### config.mk
export PLATFORM = sky130hd
export DESIGN_NAME = chunk_planner
export DESIGN_NICKNAME = d
export VERILOG_FILES = /design/src/rtl/chunk_pkg.sv /design/src/rtl/chunk_select.sv /design/src/rtl/req_check.sv /design/src/rtl/chunk_planner.sv
export SDC_FILE = /design/constraint.sdc
export NUM_CORES = 1
export LEC_CHECK = 0
export BUFFER_PORTS_ARGS = -buffer_cell sky130_fd_sc_hd__buf_2
export CAP_MARGIN = 20
export CORE_MARGIN = 2
export CORE_UTILIZATION = 50
export CTS_BUF_LIST = sky130_fd_sc_hd__clkbuf_4
export CTS_CLUSTER_DIAMETER = 100
export DETAILED_ROUTE_END_ITERATION = 16
export PLACE_DENSITY = 0.83
export SKIP_CTS_REPAIR_TIMING = 1
export SYNTH_ARGS = -nofsm -noshare
export SYNTH_HDL_FRONTEND = slang
export SYNTH_SLANG_ARGS = --single-unit
### constraint.sdc
create_clock -name clk -period 6.2 [get_ports clk]
set_input_delay 0.31 -clock clk [delete_from_list [all_inputs] [get_ports clk]]
set_output_delay 0.31 -clock clk [all_outputs]
set_load 0.05 [all_outputs]
### src/rtl/chunk_pkg.sv
package chunk_pkg;
  typedef enum logic [2:0] {
    CMD_RD16 = 3'd0,
    CMD_WR16 = 3'd1,
    CMD_RD32 = 3'd2,
    CMD_WR32 = 3'd3,
    CMD_RDBU = 3'd4,
    CMD_WRBU = 3'd5
  } chunk_cmd_e;
endpackage

### src/rtl/chunk_select.sv
module chunk_select
  import chunk_pkg::*;
#(
  parameter int REM_W     = 17,
  parameter int CLEN_W    = 8,
  parameter int BURST_MAX = 240
) (
  input  logic [2:0]        align,
  input  logic [REM_W-1:0]  remain,
  input  logic              write,
  output logic [2:0]        cmd,
  output logic [CLEN_W-1:0] clen
);
  chunk_cmd_e       base;
  logic [REM_W-1:0] rounded;

  always_comb begin
    rounded = {remain[REM_W-1:3], 3'b000};
    if (align == 3'd2 || align == 3'd6 || remain == REM_W'(2)) begin
      base = CMD_RD16;
      clen = CLEN_W'(2);
    end else if (align == 3'd4 || remain <= REM_W'(6)) begin
      base = CMD_RD32;
      clen = CLEN_W'(4);
    end else begin
      base = CMD_RDBU;
      clen = (rounded > REM_W'(BURST_MAX)) ? CLEN_W'(BURST_MAX) : rounded[CLEN_W-1:0];
    end
    cmd = {base[2:1], write};
  end
endmodule

### src/rtl/req_check.sv
module req_check #(
  parameter int ADDR_W = 32,
  parameter int LEN_W  = 16,
  localparam int REM_W = LEN_W + 1
) (
  input  logic [ADDR_W-1:0] addr,
  input  logic [LEN_W-1:0]  len,
  input  logic              write,
  output logic              reject,
  output logic              padded,
  output logic [REM_W-1:0]  total
);
  logic [ADDR_W-2:0] addr_hi_unused;

  always_comb begin
    addr_hi_unused = addr[ADDR_W-1:1];
    reject = addr[0] | (~write & len[0]);
    padded = write & len[0];
    total  = REM_W'(len) + REM_W'(padded);
  end
endmodule

### src/rtl/chunk_planner.sv
module chunk_planner #(
  parameter int ADDR_W    = 32,
  parameter int LEN_W     = 16,
  parameter int BURST_MAX = 240,
  localparam int REM_W    = LEN_W + 1,
  localparam int CLEN_W   = $clog2(BURST_MAX + 1)
) (
  input  logic              clk,
  input  logic              rst_n,
  input  logic              req_valid,
  output logic              req_ready,
  input  logic [ADDR_W-1:0] req_addr,
  input  logic [LEN_W-1:0]  req_len,
  input  logic              req_write,
  output logic              chk_valid,
  input  logic              chk_ready,
  output logic [2:0]        chk_cmd,
  output logic [ADDR_W-1:0] chk_addr,
  output logic [CLEN_W-1:0] chk_len,
  output logic              chk_pad,
  output logic              done,
  output logic              err
);
  logic              busy_q, wr_q, pad_q, done_q, err_q;
  logic [ADDR_W-1:0] addr_q;
  logic [REM_W-1:0]  rem_q;
  logic              reject, padded, accept, take, last;
  logic [REM_W-1:0]  total;
  logic [CLEN_W-1:0] clen;
  logic [2:0]        cmd;

  req_check #(.ADDR_W(ADDR_W), .LEN_W(LEN_W)) u_check (
    .addr(req_addr), .len(req_len), .write(req_write),
    .reject(reject), .padded(padded), .total(total)
  );

  chunk_select #(.REM_W(REM_W), .CLEN_W(CLEN_W), .BURST_MAX(BURST_MAX)) u_sel (
    .align(addr_q[2:0]), .remain(rem_q), .write(wr_q),
    .cmd(cmd), .clen(clen)
  );

  assign req_ready = ~busy_q;
  assign accept    = req_valid & req_ready;
  assign chk_valid = busy_q;
  assign take      = chk_valid & chk_ready;
  assign last      = (rem_q == REM_W'(clen));
  assign chk_cmd   = cmd;
  assign chk_addr  = addr_q;
  assign chk_len   = clen;
  assign chk_pad   = busy_q & pad_q & last;
  assign done      = done_q;
  assign err       = err_q;

  always_ff @(posedge clk) begin
    if (!rst_n) begin
      busy_q <= 1'b0;
      wr_q   <= 1'b0;
      pad_q  <= 1'b0;
      done_q <= 1'b0;
      err_q  <= 1'b0;
      addr_q <= '0;
      rem_q  <= '0;
    end else begin
      done_q <= 1'b0;
      err_q  <= 1'b0;
      if (accept) begin
        if (reject) begin
          err_q <= 1'b1;
        end else if (total == '0) begin
          done_q <= 1'b1;
        end else begin
          busy_q <= 1'b1;
          addr_q <= req_addr;
          rem_q  <= total;
          wr_q   <= req_write;
          pad_q  <= padded;
        end
      end
      if (take) begin
        addr_q <= addr_q + ADDR_W'(clen);
        rem_q  <= rem_q - REM_W'(clen);
        if (last) begin
          busy_q <= 1'b0;
          done_q <= 1'b1;
        end
      end
    end
  end


  size16_chk: assert property (@(posedge clk) disable iff (!rst_n)
    chk_valid && chk_cmd[2:1] == 2'd0 |-> chk_len == CLEN_W'(2) && !chk_addr[0]);

  size32_chk: assert property (@(posedge clk) disable iff (!rst_n)
    chk_valid && chk_cmd[2:1] == 2'd1 |-> chk_len == CLEN_W'(4) && chk_addr[1:0] == 2'd0);

  burst_shape_chk: assert property (@(posedge clk) disable iff (!rst_n)
    chk_valid && chk_cmd[2:1] == 2'd2 |->
      chk_addr[2:0] == 3'd0 && chk_len[2:0] == 3'd0 && chk_len != '0 &&
      chk_len <= CLEN_W'(BURST_MAX));

  hold_stable_chk: assert property (@(posedge clk) disable iff (!rst_n)
    chk_valid && !chk_ready |=> chk_valid && $stable(chk_cmd) && $stable(chk_addr) &&
      $stable(chk_len) && $stable(chk_pad));

  no_overlap_chk: assert property (@(posedge clk) disable iff (!rst_n)
    chk_valid |-> !req_ready);

  reject_quiet_chk: assert property (@(posedge clk) disable iff (!rst_n)
    err |-> !chk_valid && !done);

  done_idle_chk: assert property (@(posedge clk) disable iff (!rst_n)
    done |-> !chk_valid);
endmodule

==> metrics.md, run 1 <==
| Metric | Value |
|---|---|
| Status | `finished, final reports clean` |
| Reg-to-reg critical path startpoint | `rem_q[11]` |
| Routed Antenna Nets | `0` |
| N_diodes | `0` |
| WHS Endpoint | `chk_addr[2]` |
| Synthesized Nets | `570` |
| FF-to-FF path depth | `14` |
| Skew-Pair Late Insertion Delay | `a little over 0.4 ns` |
| Clk slew on worst S/H paths | `0.19 ns` |
| Unrepaired setup endpoints after global routing | `false` |
| DRC | `0` |
| # IOs | `101` |
| DR iter-0 viols | `~270` |
| Final Util | `between 60% and 70%` |
| Netlist cell types | `61` |
| Synthesized flop and latch total | `54` |
| TritonCTS clock tree | `yes` |
| Cell leakage power | `between 1.5 and 2 nW` |
| Row count | `31` |
| Dpl hpwl | `just over 8000 um` |
| Critical-path top delay cell | `a221oi_1` |
| Origin of the worst setup path | `rem_q[11]` |
| Post-synth EDFFs | `0` |
| Yosys warns | `0` |
| Drt pass-1 iters | `5` |
| Maxcap violations | `0` |
| CTS HTree Levels | `2` |
| Final Critical Period | `between 5 and 6 ns` |
| Clk sinks | `54` |
| Commonest cells after routing, fill and taps aside | `buf_2 (99), dfxtp_1 (54), nand3_1 (41), nor2_1 (41), nand2_1 (39)` |
| Synthesis-to-layout area growth | `15.3%` |
| DR vias/cell | `6.10` |
| Largest area contributor in the netlist | `dfxtp_1` |
| FMAX | `192 MHz` |
| Port Buffers | `between 90 and 100` |
| Commonest non-fill, non-tap cell in the layout | `buf_2` |
| Post-Syn Instances | `500` |
| Routed wirelength normalized by instance count | `16.1 um` |
| CP Cell Sequence | `or4_4, or3_1, or4_1, nor2_4, nand2_2, a221oi_1, fa_1, a211oi_1, o21ai_0, nand4_1, nor2_1, nand4_1, xor2_1, a211oi_1` |
| Die width | `roughly 92 um` |
| Top cell type's share of synthesized area | `between 20% and 30%` |
| Synthesized area | `3830 sq um` |
| Vias in the first global route | `3905` |
| Hold Crit Class | `input port to flop` |
| Pwr Density | `approximately 240 nW/um^2` |
| Hold Vio Cnt, Final | `0` |
| WP data required | `about 6.5 ns` |
| Hold Path Depth | `3` |
| CP Launch Type | `flop` |
| Worst Clk Skew | `around 0.024 ns` |
| First-pass GRT wire length | `18400 um` |
| Via count | `4161` |
| Placed cell count | `approximately 670` |
| Max incr delay on CP | `roughly 0.89 ns` |
| Async S/R FF share, synth | `0%` |
| VDD IR max | `0.121 mV` |
| Routability cong. | `roughly 0.89` |
| Tcrit/Tclk final | `a little over four fifths` |
| GRT overflow | `0` |
| Hold path startpoint | `req_addr[2]` |
| Initial Util | `a little over half` |
| CTS Buf Count | `5` |
| Core box area | `approximately 7300 sq um` |
| Root buffer cell | `clkbuf_4` |
| Rel. slew slack | `31.3%` |
| CP Max Fanout | `10` |
| Fin. max-slew vios | `0` |
| Largest net degree at the start of global routing | `62` |
| Critical Path End Type | `flop` |
| Initial antenna violation count | `0` |
| # nets final | `roughly 650` |
| Post-Layout Cell Count | `slightly below 700` |
| R2R setup slack | `~1 ns` |
| Sequential fraction of the synthesis area | `28.2%` |
| Fraction of layout cells with a size suffix above 1 | `about a fifth` |
| Crit path kind | `flop to flop` |
| Die area | `~8400 sq um` |
| Actual transition at the worst max-transition pin | `~1.0 ns` |
| Final WL | `approximately 11000 um` |
| Setup TNS | `0 ns` |
| Die Y | `91.6 um` |
| Setup-failing EPs final | `0` |
| Syn Area/Cell | `around 7.7 sq um` |
| CTS Buffer Depth | `2` |
| Total GRT Usage | `around a quarter` |
| Largest cells by area after synthesis | `dfxtp_1 (28%), nand3_1 (5.4%), ha_1 (4.9%)` |
| Critical R2R Capture | `chk_addr[19]` |
| Critical Path AT | `roughly 5.5 ns` |
| Post-synth top flop | `dfxtp_1` |
-- how the worst max path moves through the flow --
| stage | end | cells after the start | slack [ns] |
|---|---|---|---|
| floorplan | rem_q[13] | 16 | 0.32 |
| global route | chk_addr[19] | 14 | 0.70 |
| global placement | chk_addr[19] | 14 | 1.38 |
| detailed placement | chk_addr[19] | 14 | 1.13 |
| CTS | chk_addr[19] | 14 | 1.02 |
| finish | chk_addr[19] | 14 | 1.0 |
-- synthesized netlist by cell type, drive strengths merged (12+ instances only) --
cell type	count
nand3	41
xnor2	12
inv	13
nand2	40
a21oi	35
clkbuf	17
o21ai	16
nand4	18
a211oi	15
nor3	23
dfxtp	54
xor2	18
and3	12
nor2	42
ha	15
-- layout make-up --
| type | count | area [sq um] |
|---|---|---|
| Sequential cell | 54 | 1080 |
| Tap cell | 99 | 124 |
| Timing Repair Buffer | 102 | 518 |
| Fill cell | 667 | 2910 |
| Multi-Input combinational cell | 405 | 2580 |
| Clock buffer | 5 | 37.5 |
| Inverter | 14 | 52.6 |
| Clock inverter | 3 | 27.5 |
-- cell families (layout without fill, tap and decap cells) --
| family | Yosys count | after routing | share of synthesized area, % |
|---|---|---|---|
| adders and majority gates | 17 | 17 | 5.94 |
| muxes | 5 | 5 | 1.37 |
| and+or+nand+nor | 220 | 220 | 29.7 |
| buffers and inverters | 41 | 124 | 4.73 |
| other | 1 | 1 | 0.0978 |
| AOI/OAI and AO/OA | 132 | 132 | 23.1 |
| DFF | 54 | 54 | 28.2 |
| xor gates and xnor gates | 30 | 30 | 6.85 |
-- registers in the layout, indices dropped and copies added (netlist names) --
register / cells
chk_valid: 1
rem_q: 17
wr_q: 1
chk_addr: 32
pad_q: 1
done: 1
err: 1
-- through the flow --
stage / hold slack [ns] / setup WS (ns) / total power, mW / cell area [sq um]
floorplan: 0.437 / 0.321 / 0.769 / 3830
global placement: 0.442 / 1.38 / 0.868 / 4360
detailed placement: 0.465 / 1.13 / 0.877 / 4360
CTS: 0.133 / 1.02 / 1.05 / 4420
global route: 0.124 / 0.698 / 1.12 / 4420
finish: 0.138 / 0.996 / 1.06 / 4420
-- worst max-delay path, delay by kind of cell, from the launching register on --
kind,cells,cell delay [ns]
fa+ha+maj,1,0.41
compound gates,4,1.64
flops,1,0.39
simple gates,8,2.52
xor+xnor,1,0.16
-- power by group --
part / internal [mW] / switching, mW
Clock: 0.0486 / 0.131
Sequential: 0.370 / 0.0274
Combinational: 0.159 / 0.320
Total: 0.577 / 0.478
-- per-layer routing --
| layer | wire (um) | vias to the layer above | global-route usage, % | share of wire, % |
|---|---|---|---|---|
| met1 | 4680 | 1968 | 32.9 | 43 |
| met3 | 677 | 18 | 4.73 | 6.2 |
| met2 | 5370 | 144 | 45.8 | 49 |
| met4 | 239 | 0 | 7.70 | 2.2 |
| met5 | 0 | - | 0 | 0 |
| li1 | - | 2031 | - | - |
Note: power is estimated with default switching activity, not from simulation.
==> run 2: changes to the inputs <==
==> constraint.sdc (replaced) <==
create_clock -name clk -period 5.1 [get_ports clk]
set_input_delay 0.255 -clock clk [delete_from_list [all_inputs] [get_ports clk]]
set_output_delay 0.255 -clock clk [all_outputs]
set_load 0.05 [all_outputs]
==> run 2 against run 1 <==
  * Non-clock buffer count is 1 higher
  * Sequential cell count stayed put
  * Count of clock-buffer cells in the layout stayed put
  * Power is 22% higher
  * Wire length is 1.9% lower
  * Critical endpoint is now rem_q[11]
  * Largest power group unchanged
==> metrics.md, run 2 (synthesis gave the netlist of run 1 again) <==
| Metric | Value |
|---|---|
| VDD IR max | `0.159 mV` |
| GRT overflow | `0` |
| Crit path kind | `flop to flop` |
| Routed Antenna Nets | `0` |
| Row count | `31` |
| CP Max Fanout | `10` |
| DR vias/cell | `between 6 and 7` |
| CTS HTree Levels | `2` |
| Fraction of layout cells with a size suffix above 1 | `21.2%` |
| WP data required | `~5.5 ns` |
| TritonCTS clock tree | `yes` |
| DRC | `0` |
| Drt pass-1 iters | `5` |
| # IOs | `between 100 and 150` |
| FILL cells | `approximately 690` |
| Initial antenna violation count | `0` |
| N_diodes | `0` |
| Skew-Pair Late Insertion Delay | `approximately 0.4 ns` |
| Clk sinks | `between 50 and 60` |
| Commonest cells after routing, fill and taps aside | `buf_2 (99), dfxtp_1 (54), nand3_1 (41)` |
| Tcrit/Tclk final | `between 90 and 100%` |
| Initial Util | `around 52%` |
| Hold path startpoint | `req_addr[25]` |
| Critical Path AT | `5.15 ns` |
| Dpl hpwl | `around 8000 um` |
| # nets final | `approximately 650` |
| FMAX | `209 MHz` |
| Placed cell count | `approximately 680` |
| Unrepaired setup endpoints after global routing | `false` |
| CP Launch Type | `flop` |
| Hold Vio Cnt, Final | `0` |
| CP Cell Sequence | `or4_4, or3_1, or4_1, nor2_4, nand2_2, o31ai_1, a221oi_4, fa_1, nor2b_1, o21ai_0, a21boi_0, o31a_1, nor2_1, a221oi_1, o31a_1` |
| CP delay by family, top | `simple AND/OR/NAND/NOR gates` |
| Cell leakage power | `approximately 1.8 nW` |
| Critical-path top delay cell | `or4_1` |
| Routability cong. | `0.907` |
| Total GRT Usage | `around a quarter` |
| Synthesis-to-layout area growth | `16.5%` |
| Worst hold slack | `approximately 0.10 ns` |
| Worst Clk Skew | `between 0.02 and 0.025 ns` |
| Critical Path End Type | `flop` |
| Die area | `8380 sq um` |
| Maxcap violations | `0` |
| Commonest non-fill, non-tap cell in the layout | `buf_2` |
| CP bufs+invs | `0` |
| Routed wirelength normalized by instance count | `around 16 um` |
| CTS Buffer Depth | `2` |
| Root buffer cell | `clkbuf_4` |
| Die width | `91.6 um` |
| Status | `finished, final reports clean` |
| Fin. max-slew vios | `0` |
| First-pass GRT wire length | `roughly 18000 um` |
| Power Total | `roughly 1.3 mW` |
| Vias in the first global route | `approximately 3900` |
| Reg-to-reg critical path startpoint | `rem_q[11]` |
| Cell mode on critical path | `o31a_1` |
| Port Buffers | `roughly 100` |
| Max reg flops | `32` |
| Rel. slew slack | `around 40%` |
| Final WL | `approximately 11000 um` |
| Setup-failing EPs final | `0` |
| Die Y | `just over 90 um` |
| Final Critical Period | `about 4.8 ns` |
| Origin of the worst setup path | `rem_q[11]` |
| Post-Layout Cell Count | `683` |
| Via count | `about 4100` |
| CTS Buf Count | `5` |
| Reg area | `1080 sq um` |
| Pwr Density | `approximately 290 nW/um^2` |
| Setup TNS | `0 ns` |
| Max incr delay on CP | `around 0.6 ns` |
| Actual transition at the worst max-transition pin | `0.916 ns` |
| DR iter-0 viols | `around 390` |
| Hold Crit Class | `input port to flop` |
| Largest net degree at the start of global routing | `43` |
| Clk slew on worst S/H paths | `between 0.15 and 0.2 ns` |
| Core box area | `between 7000 and 8000 sq um` |
| Area used by multi-input combinational logic | `between 2000 and 3000 sq um` |
==> run 2: path summary, 6_finish.rpt <==
check             slack [ns]           end  cells after the start
hold reg to reg         0.47          wr_q                      2
setup / recovery        0.30     rem_q[11]                     15
hold / removal          0.10  chk_addr[25]                      3
setup reg to reg        0.30     rem_q[11]                     15
==> run 2: report_power, final <==
| part | switching, mW | internal (mW) |
|---|---|---|
| clock network | 0.159 | 0.0567 |
| registers | 0.0329 | 0.450 |
| logic | 0.393 | 0.197 |
| total | 0.585 | 0.704 |
==> run 2: worst register-to-register path, cell delays in order, from the launching register on <==
cell	delay [ns]
dfxtp_1	0.40
or4_4	0.57
or3_1	0.37
or4_1	0.61
nor2_4	0.15
nand2_2	0.12
o31ai_1	0.43
a221oi_4	0.18
fa_1	0.49
nor2b_1	0.12
o21ai_0	0.12
a21boi_0	0.33
o31a_1	0.25
nor2_1	0.09
a221oi_1	0.35
o31a_1	0.19
==> run 2: through the flow <==
step | setup WS, ns | util (%) | area [sq um]
6_report | 0.305 | 60.9 | 4470
5_1_grt | 0.0231 | 60.9 | 4470
4_1_cts | 0.233 | 60.7 | 4450
3_5_place_dp | 0.299 | 59.9 | 4390
3_3_place_gp | 0.504 | 59.9 | 4390
2_1_floorplan | 0.0500 | - | 3850
==> run 2: metal layers <==
layer  track usage [%]  up-vias  wire length [um]
met4              8.71        0               223
li1                  -     2028                 -
met3              3.90       23               675
met1              33.2     1928              4690
met2              43.4      142              5170
met5                 0        -                 0
==> run 2: area by class of cell <==
type / count / share of cell area, %
Timing Repair Buffer: 103 / 12.0
Multi-Input combinational cell: 405 / 58.4
Clock inverter: 3 / 0.560
Sequential cell: 54 / 24.2
Inverter: 14 / 1.18
Clock buffer: 5 / 0.841
Tap cell: 99 / 2.77
==> run 3: changes to the inputs <==
--- a/config.mk
+++ b/config.mk
@@ -6,14 +6,14 @@
 export NUM_CORES = 1
 export LEC_CHECK = 0
 export BUFFER_PORTS_ARGS = -buffer_cell sky130_fd_sc_hd__buf_2
-export CAP_MARGIN = 20
 export CORE_MARGIN = 2
-export CORE_UTILIZATION = 50
+export CORE_UTILIZATION = 47
 export CTS_BUF_LIST = sky130_fd_sc_hd__clkbuf_4
 export CTS_CLUSTER_DIAMETER = 100
 export DETAILED_ROUTE_END_ITERATION = 16
-export PLACE_DENSITY = 0.83
+export PLACE_DENSITY = 0.79
 export SKIP_CTS_REPAIR_TIMING = 1
 export SYNTH_ARGS = -nofsm -noshare
 export SYNTH_HDL_FRONTEND = slang
+export SYNTH_HIERARCHICAL = 1
 export SYNTH_SLANG_ARGS = --single-unit
==> run 3 against run 2 <==
  * Combinational power increased by 13%
  * Clock skew down 0.0071 ns
  * Sequential share of layout area decreased by 0.98 points
  * Cell count up 1.5%
  * Fmax grew 38%
  * Synthesized cell count rose by 0.80%
  * Area after synthesis rose by 5.8%
  * Utilization down 4.8 points
  * Critical path type is now flop to output port
  * Largest cell class unchanged
==> metrics.md, run 3 <==
| Metric | Value |
|---|---|
| Tcrit/Tclk final | `about two thirds` |
| Synthesized Nets | `between 500 and 600` |
| Max incr delay on CP | `~0.42 ns` |
| Power Total | `about 1.4 mW` |
| Post-synth top cells | `nand2_1 (59), dfxtp_1 (54), a21oi_1 (32), nor2_1 (32), inv_1 (21)` |
| CP delay by family, top | `simple AND/OR/NAND/NOR gates` |
| Vias in the first global route | `about 4100` |
| Drt pass-1 iters | `5` |
| CTS Buf Count | `5` |
| CP Cell Sequence | `nor4_2, and3_1, o21ai_2, a2111oi_4, inv_1, ha_1, nand4_1, nor3_1, nand2_2, nor2_1, buf_2` |
| Status | `finished, final reports clean` |
| Commonest cells after routing, fill and taps aside | `buf_2 (99), nand2_1 (59), dfxtp_1 (54)` |
| FILL cells | `793` |
| Post-Syn Instances | `504` |
| FMAX | `about 290 MHz` |
| Actual transition at the worst max-transition pin | `around 1.0 ns` |
| Worst hold slack | `0.0710 ns` |
| Async S/R FF share, synth | `0%` |
| Skew-Pair Late Insertion Delay | `between 0.3 and 0.4 ns` |
| Maxcap violations | `0` |
| Critical-path top delay cell | `ha_1` |
| Largest area contributor in the netlist | `dfxtp_1` |
| Syn Area/Cell | `between 8 and 9 sq um` |
| DR vias/cell | `about 6.3` |
| Routability cong. | `around 0.98` |
| Hold Crit Class | `input port to flop` |
| Crit path kind | `flop to output port` |
| Clk sinks | `54` |
| Die area | `approximately 9400 sq um` |
| VDD IR max | `roughly 0.14 mV` |
| Sequential fraction of the synthesis area | `about a quarter` |
| Setup TNS | `0 ns` |
| Hold Vio Cnt, Final | `0` |
| WP data required | `slightly below 5 ns` |
| Post-synth EDFFs | `0` |
| Post-synth top flop | `dfxtp_1` |
| Count leader, synth | `nand2_1` |
| Worst Clk Skew | `0.0138 ns` |
| Yosys warns | `6` |
| Core box area | `a little over 8000 sq um` |
| Critical Path End Type | `output port` |
| Max reg flops | `32` |
| Critical Path AT | `roughly 3.2 ns` |
| Cell leakage power | `approximately 1.9 nW` |
| GRT overflow | `0` |
| Post-DP Area | `between 4000 and 5000 sq um` |
| Via count | `between 4000 and 5000` |
| Commonest non-fill, non-tap cell in the layout | `buf_2` |
| CP bufs+invs | `2` |
| Routed Antenna Nets | `0` |
| Unrepaired setup endpoints after global routing | `false` |
| First-pass GRT wire length | `around 20000 um` |
| Final Critical Period | `~3.5 ns` |
| Synthesized area | `between 4000 and 5000 sq um` |
| Setup-failing EPs final | `0` |
| Largest cells by area after synthesis | `dfxtp_1 (27%), nand2_1 (5.5%), ha_1 (5.2%)` |
| Clk slew on worst S/H paths | `between 0.15 and 0.2 ns` |
| Design area | `roughly 4700 sq um` |
| Port Buffers | `slightly below 100` |
| # nets final | `between 600 and 700` |
| Largest net degree at the start of global routing | `48` |
| Die Y | `a little under 100 um` |
| N_diodes | `0` |
| Routed wirelength normalized by instance count | `17.6 um` |
| Final WL | `about 12000 um` |
| CP Max Fanout | `6` |
| Rel. slew slack | `a little under a third` |
| Pwr Density | `between 300 and 400 nW/um^2` |
| CP Launch Type | `flop` |
| DRC | `0` |
| TritonCTS clock tree | `yes` |
| Root buffer cell | `clkbuf_4` |
| Fin. max-slew vios | `0` |
| # IOs | `approximately 100` |
| Total GRT Usage | `between 20% and 30%` |
| Top cell type's share of synthesized area | `a little over a quarter` |
| DR iter-0 viols | `~340` |
| Fraction of layout cells with a size suffix above 1 | `23.6%` |
| CTS Buffer Depth | `2` |
| Synthesized flop and latch total | `54` |
| CTS HTree Levels | `2` |
| Netlist cell types | `just over 80` |
| Row count | `33` |
| Synthesis-to-layout area growth | `14.7%` |
| Die width | `slightly below 100 um` |
| Initial antenna violation count | `0` |
| Dpl hpwl | `around 9100 um` |
| Initial Util | `about 49%` |
run 3: routing by layer:
metal	vias up	GRT usage, %	part of all wire (%)
met4	0	5.96	1.3
li1	2072	-	-
met3	15	3.03	8.0
met1	2071	36.6	45
met2	213	39.4	45
met5	-	0	0
run 3: stage by stage:
stage          std cells  setup WS, ns  util, %
6_report             693          1.63     56.1
5_1_grt              693          1.34     56.1
3_3_place_gp         685          1.82     55.0
4_1_cts              693          1.67     56.1
2_1_floorplan        504          1.04        -
3_5_place_dp         685          1.72     55.0
run 3: kinds of logic after synthesis:
family | share of synthesized area [%]
and+or+nand+nor | 27.6
other | 0.0924
AOI/OAI and AO/OA | 27.6
DFF | 26.6
muxes | 1.26
xor gates and xnor gates | 4.96
adders and majority gates | 6.23
buffers and inverters | 5.61
run 3: layout make-up:
class	instances	area, sq um	area share (%)
Multi-Input combinational cell	403	2760	59.3
Clock buffer	5	37.5	0.807
Clock inverter	3	47.5	1.02
Timing Repair Buffer	102	518	11.1
Tap cell	105	131	2.82
Inverter	21	78.8	1.69
Sequential cell	54	1080	23.2
run 3: worst register-to-register path, stage by stage (launching register included):
cell and delay, ns:
dfxtp_1 0.40, nor4_2 0.33, and4_4 0.32, nand2_1 0.08, o21ai_0 0.32, ha_1 0.27, a21oi_1 0.06, nand4b_1 0.24
a21oi_2 0.28, o211ai_2 0.33, or4_1 0.63, a31oi_1 0.16
run 3: final timing paths:
path                                   start           end  slack, ns  cells after the start
worst max register to register     rem_q[12]  chk_addr[21]       1.64                     11
worst min register to register          wr_q          wr_q       0.48                      2
worst min-delay path            req_addr[10]  chk_addr[10]       0.07                      3
worst max-delay path               rem_q[12]       chk_pad       1.63                     11
run 3: power by group:
part / internal, mW / switching, mW / total, mW
Clock: 0.106 / 0.158 / 0.264
Combinational: 0.220 / 0.447 / 0.668
Sequential: 0.450 / 0.0389 / 0.489
